### config.mk
export PLATFORM = sky130hd
export DESIGN_NAME = dma_chan_seq
export DESIGN_NICKNAME = d
export VERILOG_FILES = /design/src/rtl/dma_seq_pkg.sv /design/src/rtl/dma_seq_cfg.sv /design/src/rtl/dma_seq_cnt.sv /design/src/rtl/dma_seq_flags.sv /design/src/rtl/dma_chan_seq.sv
export SDC_FILE = /design/constraint.sdc
export NUM_CORES = 1
export LEC_CHECK = 0
export ABC_AREA = 1
export BUFFER_PORTS_ARGS = -buffer_cell sky130_fd_sc_hd__buf_4
export CORE_MARGIN = 2
export CORE_UTILIZATION = 50
export CTS_BUF_LIST = sky130_fd_sc_hd__clkbuf_8 sky130_fd_sc_hd__clkbuf_16
export DETAILED_ROUTE_END_ITERATION = 6
export PLACE_DENSITY = 0.85
export SYNTH_ARGS = -nofsm -noshare
export SYNTH_HDL_FRONTEND = slang
export SYNTH_HIERARCHICAL = 1
export SYNTH_SLANG_ARGS = --single-unit
### constraint.sdc
create_clock -name clk -period 2.1 [get_ports clk]
set_input_delay 0.21 -clock clk [delete_from_list [all_inputs] [get_ports clk]]
set_output_delay 0.21 -clock clk [all_outputs]
set_load 0.1 [all_outputs]
### src/rtl/dma_seq_pkg.sv
package dma_seq_pkg;
  // bit positions inside the sticky flag vector
  localparam int FLG_IRQ = 0;
  localparam int FLG_RD  = 1;
  localparam int FLG_WR  = 2;
  localparam int FLG_N   = 3;

  typedef logic [FLG_N-1:0] flag_vec_t;

  function automatic flag_vec_t pack_flags(input logic irq, input logic rd, input logic wr);
    flag_vec_t v;
    v[FLG_IRQ] = irq;
    v[FLG_RD]  = rd;
    v[FLG_WR]  = wr;
    return v;
  endfunction
endpackage

### src/rtl/dma_seq_cfg.sv
module dma_seq_cfg #(
  parameter int CH_W  = 4,
  parameter int CNT_W = 16
) (
  input  logic             clk,
  input  logic             rst,
  input  logic             ctl_wr,
  input  logic             ctl_en,
  input  logic             ctl_quiet,
  input  logic             link_wr,
  input  logic [CH_W-1:0]  link_sel,
  input  logic             trig_wr,
  input  logic [CNT_W-1:0] trig_count,
  output logic             en_q,
  output logic             quiet_q,
  output logic [CH_W-1:0]  link_q,
  output logic [CNT_W-1:0] reload_q
);
  always_ff @(posedge clk) begin
    if (rst) begin
      en_q     <= 1'b0;
      quiet_q  <= 1'b0;
      link_q   <= '0;
      reload_q <= '0;
    end else begin
      if (ctl_wr) begin
        en_q    <= ctl_en;
        quiet_q <= ctl_quiet;
      end
      if (link_wr) link_q <= link_sel;
      if (trig_wr && (trig_count != '0)) reload_q <= trig_count;
    end
  end
endmodule

### src/rtl/dma_seq_cnt.sv
module dma_seq_cnt #(
  parameter int CNT_W = 16
) (
  input  logic             clk,
  input  logic             rst,
  input  logic             clr,
  input  logic             load,
  input  logic [CNT_W-1:0] load_val,
  input  logic             dec,
  output logic [CNT_W-1:0] cnt_q,
  output logic             last
);
  localparam logic [CNT_W-1:0] ONE = CNT_W'(1);

  always_ff @(posedge clk) begin
    if (rst || clr)   cnt_q <= '0;
    else if (load)    cnt_q <= load_val;
    else if (dec)     cnt_q <= cnt_q - ONE;
  end

  assign last = (cnt_q == ONE);
endmodule

### src/rtl/dma_seq_flags.sv
module dma_seq_flags
  import dma_seq_pkg::*;
(
  input  logic      clk,
  input  logic      rst,
  input  flag_vec_t set_v,
  input  flag_vec_t clr_v,
  output flag_vec_t q
);
  for (genvar i = 0; i < FLG_N; i++) begin : g_flag
    always_ff @(posedge clk) begin
      if (rst)           q[i] <= 1'b0;
      else if (set_v[i]) q[i] <= 1'b1;
      else if (clr_v[i]) q[i] <= 1'b0;
    end
  end
endmodule

### src/rtl/dma_chan_seq.sv
module dma_chan_seq
  import dma_seq_pkg::*;
#(
  parameter int NUM_CH = 16,
  parameter int CH_IDX = 0,
  parameter int CNT_W  = 16,
  localparam int CH_W  = (NUM_CH > 1) ? $clog2(NUM_CH) : 1
) (
  input  logic             clk,
  input  logic             rst,
  input  logic             ctl_wr,
  input  logic             ctl_en,
  input  logic             ctl_quiet,
  input  logic             link_wr,
  input  logic [CH_W-1:0]  link_sel,
  input  logic             trig_wr,
  input  logic [CNT_W-1:0] trig_count,
  input  logic             chain_in,
  input  logic             abort,
  input  logic             xfer_done,
  input  logic             rd_err,
  input  logic             wr_err,
  input  logic             clr_irq,
  input  logic             clr_rd_err,
  input  logic             clr_wr_err,
  output logic             busy,
  output logic             issue,
  output logic [CNT_W-1:0] remaining,
  output logic             chain_vld,
  output logic [CH_W-1:0]  chain_idx,
  output logic             irq,
  output logic             rd_err_flag,
  output logic             wr_err_flag,
  output logic             bus_err_flag
);
  localparam logic [CH_W-1:0] SELF = CH_W'(CH_IDX);

  logic             en_q, quiet_q;
  logic [CH_W-1:0]  link_q;
  logic [CNT_W-1:0] reload_q;
  logic             busy_q;
  logic             cnt_last;
  logic             err_any;
  flag_vec_t        flg_q, flg_set, flg_clr;

  dma_seq_cfg #(.CH_W(CH_W), .CNT_W(CNT_W)) u_cfg (
    .clk(clk), .rst(rst),
    .ctl_wr(ctl_wr), .ctl_en(ctl_en), .ctl_quiet(ctl_quiet),
    .link_wr(link_wr), .link_sel(link_sel),
    .trig_wr(trig_wr), .trig_count(trig_count),
    .en_q(en_q), .quiet_q(quiet_q), .link_q(link_q), .reload_q(reload_q)
  );

  // start request decode
  logic             sw_start, null_trig, err_now;
  logic [CNT_W-1:0] load_val;
  logic             start_ok, step, finish;

  assign sw_start  = trig_wr && (trig_count != '0);
  assign null_trig = trig_wr && (trig_count == '0);
  assign load_val  = sw_start ? trig_count : reload_q;
  assign err_now   = rd_err || wr_err;
  assign err_any   = flg_q[FLG_RD] || flg_q[FLG_WR];

  assign start_ok = (sw_start || chain_in) && (load_val != '0)
                    && en_q && !busy_q && !err_any && !abort && !err_now;
  assign step     = busy_q && en_q && !err_any && xfer_done && !abort && !err_now;
  assign finish   = step && cnt_last;

  dma_seq_cnt #(.CNT_W(CNT_W)) u_cnt (
    .clk(clk), .rst(rst),
    .clr(abort), .load(start_ok), .load_val(load_val), .dec(step),
    .cnt_q(remaining), .last(cnt_last)
  );

  always_ff @(posedge clk) begin
    if (rst)                  busy_q <= 1'b0;
    else if (abort || err_now) busy_q <= 1'b0;
    else if (finish)          busy_q <= 1'b0;
    else if (start_ok)        busy_q <= 1'b1;
  end

  always_ff @(posedge clk) begin
    if (rst) begin
      chain_vld <= 1'b0;
      chain_idx <= '0;
    end else begin
      chain_vld <= finish && (link_q != SELF);
      if (finish) chain_idx <= link_q;
    end
  end

  assign flg_set = pack_flags(err_now || (finish && !quiet_q) || (null_trig && quiet_q),
                              rd_err, wr_err);
  assign flg_clr = pack_flags(clr_irq, clr_rd_err, clr_wr_err);

  dma_seq_flags u_flags (
    .clk(clk), .rst(rst), .set_v(flg_set), .clr_v(flg_clr), .q(flg_q)
  );

  assign busy         = busy_q;
  assign issue        = busy_q && en_q && !err_any;
  assign irq          = flg_q[FLG_IRQ];
  assign rd_err_flag  = flg_q[FLG_RD];
  assign wr_err_flag  = flg_q[FLG_WR];
  assign bus_err_flag = err_any;
endmodule

==> results of run 1 <==
==> report_power, final <==
group	internal, mW	leakage (nW)	switching, mW
Sequential	0.925	0.387	0.0214
Combinational	0.179	1.57	0.224
Clock	0.386	0.0612	0.320
Total	1.49	2.02	0.566
==> flip-flops by register name, summed over array words and instances (netlist names) <==
signal and flops:
u_cfg/reload_q 16, u_cnt/cnt_q 16, chain_idx 4, u_cfg/link_q 4, u_flags/q 3, busy 1, chain_vld 1, u_cfg/en_q 1
u_cfg/quiet_q 1
==> per-layer routing <==
layer	GRT usage, %	vias up
met2	46.6	126
li1	-	1656
met3	4.56	26
met4	8.14	0
met5	0	-
met1	33.0	1565
==> repair_timing <==
item	CTS	global route
setup buffers	0	3
gates resized for setup	0	7
hold buffers	0	0
endpoints found under the setup margin	0	15
==> cell type report <==
class | count | area (sq um)
Clock inverter | 2 | 35.0
Clock buffer | 6 | 82.6
Multi-Input combinational cell | 334 | 1710
Fill cell | 457 | 1640
Inverter | 55 | 209
Sequential cell | 47 | 946
Timing Repair Buffer | 116 | 896
Tap cell | 72 | 90.1
==> cell families after synthesis <==
group / after synthesis
compound gates: 61
flops: 47
fa+ha+maj: 2
buf+inv: 70
xor+xnor: 4
simple gates: 266
==> per-stage QoR <==
stage / util, % / power, mW / setup TNS [ps] / instances
after global placement: 67.7 / 1.35 / -964 / 620
after global routing: 70.8 / 2.15 / -1250 / 632
after floorplan: - / 1.17 / 0 / 450
after detailed placement: 67.7 / 1.36 / -2240 / 620
final: 70.8 / 2.06 / 0 / 632
after CTS: 69.8 / 2.05 / 0 / 628
==> how the worst max path moves through the flow <==
stage / from / end / cells after the start
6_report: trig_count[6] / u_cnt/cnt_q[9] / 19
5_1_grt: trig_count[12] / u_cnt/cnt_q[9] / 19
4_1_cts: trig_count[6] / u_cnt/cnt_q[4] / 22
3_5_place_dp: trig_count[6] / u_cnt/cnt_q[6] / 21
3_3_place_gp: trig_count[10] / u_cnt/cnt_q[6] / 21
2_1_floorplan: u_cnt/cnt_q[1] / busy / 7
==> worst max-delay path: stages <==
cell and delay, ps:
buf_4 110, nor2_1 100, nand2_1 100, nor2_4 160, nand2_4 120, buf_4 160
nand3_1 110, nand2_1 100, nor2_1 100, nand2_1 60, nor2_1 120, nand2_1 80
nand2_2 90, inv_2 70, inv_2 60, nand2_2 70, nor3b_1 210, a22oi_1 100
a21oi_1 140
==> layout by cell type (no fill, tap or decap), types with 2 or more instances in the layout <==
cell type / Yosys / routed
buf_4: 2 / 114
nand2_1: 92 / 92
nor2_1: 77 / 76
inv_1: 52 / 51
nand3_1: 47 / 47
dfxtp_1: 47 / 43
a21oi_1: 29 / 29
nand2_2: 20 / 21
o21ai_0: 12 / 10
a22oi_1: 10 / 10
nor2_2: 8 / 7
nor2_4: 4 / 6
clkbuf_8: 0 / 6
o21ai_1: 3 / 5
nand3_2: 5 / 5
dfxtp_2: 0 / 4
nand2_4: 2 / 2
nand4_1: 2 / 2
inv_2: 2 / 2
nand3b_1: 2 / 2
a21oi_2: 2 / 2
buf_12: 1 / 2
xor2_1: 2 / 2
nor3_1: 2 / 2
ha_1: 2 / 2
==> results.json, run 1 <==
{
  "place_ws_ps": -199,
  "synthTopCellsByArea": "dfxtp_1 (32%), nand2_1 (12%), nor2_1 (9.8%)",
  "h-tree-depth": 2,
  "hold_path_end": "u_flags/q[2]",
  "synth-xor-area-share_pct": 1.44,
  "r2r_slack_ps": 290,
  "ys_warn_count": 6,
  "async_reset_ff_share_pct": 0,
  "dr_wl_met2_microns": 4250,
  "synth_area_per_cell_sq_um": 6.56,
  "num_vias": 3373,
  "wl_met3_microns": 457,
  "rsz0062_at_grt": "yes",
  "hpwl_microns": 6110,
  "crit_arrival_ps": 2280,
  "ys_types": 39,
  "r2r_end": "u_cnt/cnt_q[6]",
  "synthCells": 450,
  "numCtsBuffers": 5,
  "finalCritPeriodShare_pct": 97.8,
  "status": "finished, final reports clean",
  "antenna_found_initial": 0,
  "leakagePower_nw": 2.02,
  "drive_gt1_share_pct": 31.8,
  "gp_congestion": 0.896,
  "die-area_sq_um": 6540,
  "drc": 0,
  "gr-total-overflow": 0,
  "startpoint_type": "input port",
  "reg2regPathDepth": 12,
  "routed_wirelength_microns": 8580,
  "root_buffer": "clkbuf_8",
  "synth-simple-area-share_pct": 42.9,
  "ys_ff_latch": 47,
  "start_util_pct": 52.7,
  "stdcell_area_sq_um": 3970,
  "cp.required_ps": 2330,
  "num_antenna_cells": 0,
  "top_layer": "met4",
  "die_w_microns": 80.9,
  "whs_path_depth": 2,
  "synthMuxAreaShare_pct": 0,
  "syn-num-nets": 487,
  "clock.fmax_ghz": 0.487,
  "grt_pass1_wl_microns": 13900,
  "grt_pass1_vias": 3142,
  "ios": 62,
  "final_nets": 596,
  "clock_latency_ps": 300,
  "layout_min_cycle_time_ps": 2050,
  "ir_drop_v": 0.000418,
  "synth_top_family_by_area": "simple AND/OR/NAND/NOR gates",
  "setup_viol": 0,
  "synth_top_area_share_pct": 31.9,
  "hold_start": "rst",
  "crit_path_end_kind": "flop",
  "worstMarginPinSlew_ps": 681,
  "cap_violations": 0,
  "ys_seq_area_share_pct": 31.9,
  "skew_ps": 6.86,
  "synthFlopType": "dfxtp_1",
  "syn_area_sq_um": 2950,
  "slew_headroom_pct": 54.5,
  "io_buffers": 61,
  "reg2reg_from": "u_flags/q[2]",
  "synth-edff-count": 0,
  "cts.sinks": 47,
  "setup_ws_ps": 46.3,
  "hold_slack_ps": 101,
  "fp-row-count": 27,
  "synth-compound-area-share_pct": 11.9,
  "slew_violations": 0,
  "ant_nets": 0,
  "grtUsageTotal_pct": 26.5,
  "first_iter_violations": 227,
  "path_clk_slew_ps": 90,
  "critPathMaxFanout": 6,
  "power.density_nw_per_um2": 518,
  "hold_viol": 0,
  "routed_via_density": 5.34,
  "dr.pass1.iters": 6,
  "core-area_sq_um": 5610,
  "met1_length_microns": 3630,
  "placed_area_sq_um": 3800,
  "min_path_type": "input port to flop",
  "critPathKind": "input port to flop",
  "clk_path_buf_depth": 2,
  "grt_max_degree": 33,
  "synth_fa_ha_area_share_pct": 0.847,
  "areaGrowthSynthToFinish_pct": 34.4,
  "synth_top_cell_by_area": "dfxtp_1",
  "yosysMostFrequentCell": "nand2_1",
  "post_drt_wl_per_cell_microns": 13.6,
  "ys_top_cells_by_count": "nand2_1 (92), nor2_1 (77), inv_1 (52), dfxtp_1 (47), nand3_1 (47)",
  "cts_tree": "yes",
  "dieHeight_microns": 80.9
}
No activity file was read; power rests on OpenSTA's default activity.
==> run 2: changes to the inputs <==
--- a/config.mk
+++ b/config.mk
@@ -11,7 +11,7 @@
 export CORE_UTILIZATION = 50
 export CTS_BUF_LIST = sky130_fd_sc_hd__clkbuf_8 sky130_fd_sc_hd__clkbuf_16
 export DETAILED_ROUTE_END_ITERATION = 6
-export PLACE_DENSITY = 0.85
+export PLACE_DENSITY = 0.83
 export SYNTH_ARGS = -nofsm -noshare
 export SYNTH_HDL_FRONTEND = slang
 export SYNTH_HIERARCHICAL = 1
==> run 2 against run 1 <==
Against the previous run:
- sequential share of layout area increased by 0.42 points
- combinational power decreased by 3%
- clock-buffer cell count decreased by 1
- clock skew increased by 1.2 ps
- sequential power about the same
- core utilization decreased by 1.2 points
- register-to-register slack improved by 20 ps
- cell count decreased by 0.79%
- setup slack improved by 120 ps
- first-iteration DRC count decreased by 21%
- critical path depth increased by 2
- highest routed layer unchanged
==> results.json, run 2 (synthesis gave the netlist of run 1 again) <==
{
  "status": "finished, final reports clean",
  "die_w_microns": 80.9,
  "grtUsageTotal_pct": 25.0,
  "root_buffer": "clkbuf_8",
  "post_drt_wl_per_cell_microns": 12.9,
  "critPathMaxFanout": 10,
  "reg2regPathDepth": 10,
  "gr-total-overflow": 0,
  "final_common_cell": "buf_4",
  "clk_path_buf_depth": 2,
  "layout_common_cells": "buf_4 (109), nand2_1 (92), nor2_1 (77), inv_1 (51), nand3_1 (47)",
  "grt_busiest_layer": "met2",
  "hold_path_end": "u_flags/q[1]",
  "ant_nets": 0,
  "final_nets": 591,
  "whs_path_depth": 2,
  "skew_ps": 8.02,
  "critical-path-max-stage-delay_ps": 160,
  "crit_path_end_kind": "flop",
  "power.density_nw_per_um2": 491,
  "place_inst": 616,
  "path_clk_slew_ps": 100,
  "grt_pass1_vias": 3050,
  "slew_violations": 0,
  "die-area_sq_um": 6540,
  "setup_viol": 0,
  "ir_drop_v": 0.000425,
  "cts_tree": "yes",
  "reg2reg_from": "u_flags/q[2]",
  "io_buffers": 61,
  "use_met1_pct": 30.9,
  "first_iter_violations": 179,
  "grt_max_degree": 33,
  "num_antenna_cells": 0,
  "leakagePower_nw": 1.97,
  "critPathKind": "input port to flop",
  "hold_start": "rst",
  "antenna_found_initial": 0,
  "finalCritPeriodShare_pct": 92.1,
  "start_util_pct": 52.7,
  "hold_viol": 0,
  "worstMarginPinSlew_ps": 680,
  "largestRegisters": "u_cfg/reload_q: 16 flops, u_cnt/cnt_q: 16 flops",
  "min_path_type": "input port to flop",
  "cap_violations": 0,
  "finalNonFillerCells": 627,
  "grt_util_met2_pct": 45.2,
  "dieHeight_microns": 80.9,
  "met3_usage_pct": 4.22,
  "cts.hold.buffers_added": 0,
  "cp.required_ps": 2310,
  "h-tree-depth": 2,
  "crit_path_top_delay_cell": "nor2_4",
  "routed_wirelength_microns": 8060,
  "numCtsBuffers": 5,
  "clock_latency_ps": 310,
  "slew_headroom_pct": 54.6,
  "r2r_slack_ps": 310,
  "routed_via_density": 5.25,
  "hpwl_microns": 5940,
  "num_vias": 3289,
  "areaGrowthSynthToFinish_pct": 32.1,
  "grt_pass1_wl_microns": 13200,
  "cts.sinks": 47,
  "drive_gt1_share_pct": 31.2,
  "ios": 62,
  "r2r_end": "u_cnt/cnt_q[6]",
  "fp-row-count": 27,
  "finalCoreUtilization_pct": 69.6,
  "timing.setup.tns_ps": 0,
  "path_common_cell": "nand2_1",
  "crit_arrival_ps": 2140,
  "gp_congestion": 0.873,
  "startpoint_type": "input port",
  "core-area_sq_um": 5610,
  "rsz0062_at_grt": "yes",
  "clock.fmax_ghz": 0.517,
  "layout_min_cycle_time_ps": 1930,
  "dr.pass1.iters": 5,
  "drc": 0,
  "cp_cell_sequence": "buf_4 -> nor2_1 -> nand2_1 -> nor2_4 -> nand2_4 -> nand2_8 -> buf_4 -> nand2_1 -> nand2_1 -> nor2_1 -> nand2_1 -> nor2_1 -> nand2_1 -> nand2_2 -> inv_2 -> nor2_2 -> buf_4 -> a22oi_1 -> nand3_1 -> nand2_1 -> inv_1"
}
## run 2: repair_timing
| item | in CTS | in global routing |
|---|---|---|
| buffers inserted | 0 | 2 |
| endpoints found under the setup margin | 0 | 15 |
| resized for setup | 0 | 7 |
## run 2: worst max path at each step
stage,startpoint,end,slack [ps],cells past startpoint
6_report,trig_count[6],u_cnt/cnt_q[6],170,21
5_1_grt,trig_count[12],u_cnt/cnt_q[6],-40,21
4_1_cts,trig_count[10],u_cnt/cnt_q[6],80,22
3_5_place_dp,trig_count[10],u_cnt/cnt_q[4],-210,22
3_3_place_gp,trig_count[8],u_cnt/cnt_q[0],-110,21
2_1_floorplan,u_cnt/cnt_q[1],busy,50,7
## run 2: area by class of cell
class | instances | area, sq um
tap | 72 | 90.1
timing repair buffer | 111 | 850
inverter | 55 | 209
fill | 469 | 1710
multi-input combinational | 334 | 1720
clock inverter | 3 | 23.8
sequential | 47 | 946
clock buffer | 5 | 68.8
## run 2: power by group
| part | internal, mW | switching (mW) | total [mW] |
|---|---|---|---|
| sequential | 0.925 | 0.0223 | 0.947 |
| clock | 0.239 | 0.341 | 0.579 |
| combinational | 0.174 | 0.215 | 0.389 |
## run 2: worst max-delay path: cells and delay by family
family | cells | cell delay [ps]
AND/OR/NAND/NOR | 15 | 1250
AO/OA/AOI/OAI | 1 | 140
buffers and inverters | 5 | 540
## run 2: per-stage QoR
step	hold WS, ps	setup WS, ps	instance area [sq um]	total power [mW]
finish	102	167	3900	1.92
global route	92.4	-37.5	3900	2.01
CTS	99.2	84.0	3860	1.92
detailed placement	430	-209	3770	1.35
global placement	424	-111	3770	1.34
floorplan	272	48.8	2970	1.17
## run 2: routing by layer
metal,part of all wire (%),vias up
li1,-,1652
met1,43,1503
met2,50,123
met3,6.3,11
met4,0.93,0
met5,0,-
==> run 3: changes to the inputs <==
--- a/config.mk
+++ b/config.mk
@@ -6,12 +6,12 @@
 export NUM_CORES = 1
 export LEC_CHECK = 0
 export ABC_AREA = 1
-export BUFFER_PORTS_ARGS = -buffer_cell sky130_fd_sc_hd__buf_4
-export CORE_MARGIN = 2
+export CORE_MARGIN = 4
 export CORE_UTILIZATION = 50
 export CTS_BUF_LIST = sky130_fd_sc_hd__clkbuf_8 sky130_fd_sc_hd__clkbuf_16
 export DETAILED_ROUTE_END_ITERATION = 6
-export PLACE_DENSITY = 0.83
+export DONT_BUFFER_PORTS = 1
+export PLACE_DENSITY = 0.74
 export SYNTH_ARGS = -nofsm -noshare
 export SYNTH_HDL_FRONTEND = slang
 export SYNTH_HIERARCHICAL = 1
==> run 3 against run 2 <==
Against the previous run:
- the flow now finishes with violations (DRC)
- clock power increased by 37%
- clock skew is 1.1 ps lower
- hold slack worse by 77 ps
- critical endpoint is now u_cnt/cnt_q[1]
- largest cell class unchanged
==> results.json, run 3 (synthesis gave the netlist of run 1 again) <==
{
  "numCtsBuffers": 5,
  "grt_util_met2_pct": 35.0,
  "placed_area_sq_um": 3300,
  "routed_wirelength_microns": 7320,
  "clock.fmax_ghz": 0.556,
  "final_common_cell": "nand2_1",
  "ant_nets": 0,
  "h-tree-depth": 2,
  "path_clk_slew_ps": 80,
  "cp.required_ps": 2300,
  "areaGrowthSynthToFinish_pct": 16.9,
  "r2r_slack_ps": 370,
  "worstMarginPinSlew_ps": 627,
  "die_w_microns": 84.9,
  "hold_viol": 0,
  "slew_violations": 0,
  "reg2reg_from": "u_flags/q[2]",
  "post_cts_buffers": 0,
  "cts_tree": "yes",
  "stdcell_area_sq_um": 3450,
  "dr.pass1.iters": 7,
  "min_path_type": "input port to flop",
  "layout_common_cells": "nand2_1 (92), nor2_1 (77), inv_1 (51), buf_4 (49), nand3_1 (47)",
  "die-area_sq_um": 7200,
  "grt_pass1_wl_microns": 12600,
  "routed_via_density": 5.21,
  "startpoint_type": "input port",
  "largestRegisters": "u_cfg/reload_q: 16 flops, u_cnt/cnt_q: 16 flops",
  "root_buffer": "clkbuf_8",
  "slew_headroom_pct": 58.0,
  "setup_ws_ps": 301,
  "num_antenna_cells": 0,
  "ios": 62,
  "grt_busiest_layer": "met2",
  "status": "finished, violations left",
  "critPathMaxFanout": 16,
  "core-area_sq_um": 5610,
  "timing.setup.tns_ps": 0,
  "place_ws_ps": -87.5,
  "hold_path_end": "u_flags/q[2]",
  "gp_congestion": 0.852,
  "whs_path_depth": 2,
  "first_iter_violations": 192,
  "use_met1_pct": 26.1,
  "reg2regPathDepth": 8,
  "met3_usage_pct": 6.31,
  "grtUsageTotal_pct": 21.3,
  "ir_drop_v": 0.000588,
  "grt_pass1_vias": 2842,
  "gr-total-overflow": 0,
  "final_nets": 529,
  "critPathKind": "input port to flop",
  "drc": 2,
  "cap_violations": 0,
  "clk_path_buf_depth": 2,
  "power.density_nw_per_um2": 578,
  "violations": "DRC",
  "hold_slack_ps": 25.2,
  "cts.sinks": 47,
  "io_buffers": 0,
  "finalCoreUtilization_pct": 61.6,
  "fp-row-count": 27,
  "setup_viol": 0,
  "dieHeight_microns": 84.9,
  "hold_start": "wr_err",
  "r2r_end": "u_cnt/cnt_q[15]",
  "layout_min_cycle_time_ps": 1800,
  "crit_arrival_ps": 2000,
  "crit_path_end_kind": "flop",
  "hpwl_microns": 5630,
  "leakagePower_nw": 1.69,
  "drive_gt1_share_pct": 22.1,
  "rsz0062_at_grt": "no",
  "num_vias": 2943,
  "finalCritPeriodShare_pct": 85.7,
  "start_util_pct": 52.7,
  "post_drt_wl_per_cell_microns": 13.0,
  "antenna_found_initial": 0,
  "grt_max_degree": 50,
  "skew_ps": 6.92,
  "clock_latency_ps": 310
}
[run 3: how the worst max path moves through the flow]
stage	startpoint	to	slack, ps	depth (start not counted)
2_1_floorplan	u_cnt/cnt_q[1]	busy	50	7
3_3_place_gp	trig_count[12]	u_cnt/cnt_q[1]	-20	20
3_5_place_dp	trig_count[15]	u_cnt/cnt_q[12]	-90	20
4_1_cts	trig_count[15]	u_cnt/cnt_q[12]	240	20
5_1_grt	trig_count[10]	u_cnt/cnt_q[0]	40	20
6_report	trig_count[10]	u_cnt/cnt_q[1]	300	20
[run 3: critical path, stage by stage]
cell,delay [ps]
nor2_1,80
nand2_1,70
nor2_2,150
nand2_4,160
nand2_8,110
buf_4,150
nand2_1,50
nand2_1,70
nor2_1,50
nand2_1,70
nor2_1,50
nand2_1,60
nand2_2,60
inv_2,90
inv_2,40
nand2_2,90
buf_4,120
o21ai_0,60
o21ai_0,170
inv_1,50
[run 3: layout make-up]
| type | instances | area, sq um |
|---|---|---|
| clock buffers | 5 | 68.8 |
| clock inverters | 3 | 67.6 |
| fillers | 545 | 2150 |
| inverters | 55 | 209 |
| multi-input cells | 333 | 1690 |
| flip-flops and latches | 47 | 946 |
| well taps | 72 | 90.1 |
| repair buffers | 50 | 378 |
[run 3: metal layers]
metal | vias up | share of wire [%]
li1 | 1517 | -
met1 | 1288 | 42
met2 | 116 | 46
met3 | 22 | 9.5
met4 | 0 | 2.9
met5 | - | 0
[run 3: repair_timing]
action	4_1_cts	5_1_grt
hold endpoints to repair	3	0
setup endpoints to repair	0	5
gates resized for setup	0	2
hold buffers	1	0
[run 3: where the power goes]
part / total (mW) / switching [mW] / leakage (nW) / internal [mW]
Combinational: 0.257 / 0.164 / 1.24 / 0.0934
Sequential: 0.943 / 0.0181 / 0.387 / 0.925
Clock: 0.794 / 0.320 / 0.0644 / 0.475
Total: 1.99 / 0.502 / 1.69 / 1.49
[run 3: stage by stage]
step | std cells | total power, mW
floorplan | 450 | 1.17
global placement | 556 | 1.22
detailed placement | 556 | 1.22
CTS | 565 | 2.01
global route | 565 | 2.10
finish | 565 | 1.99
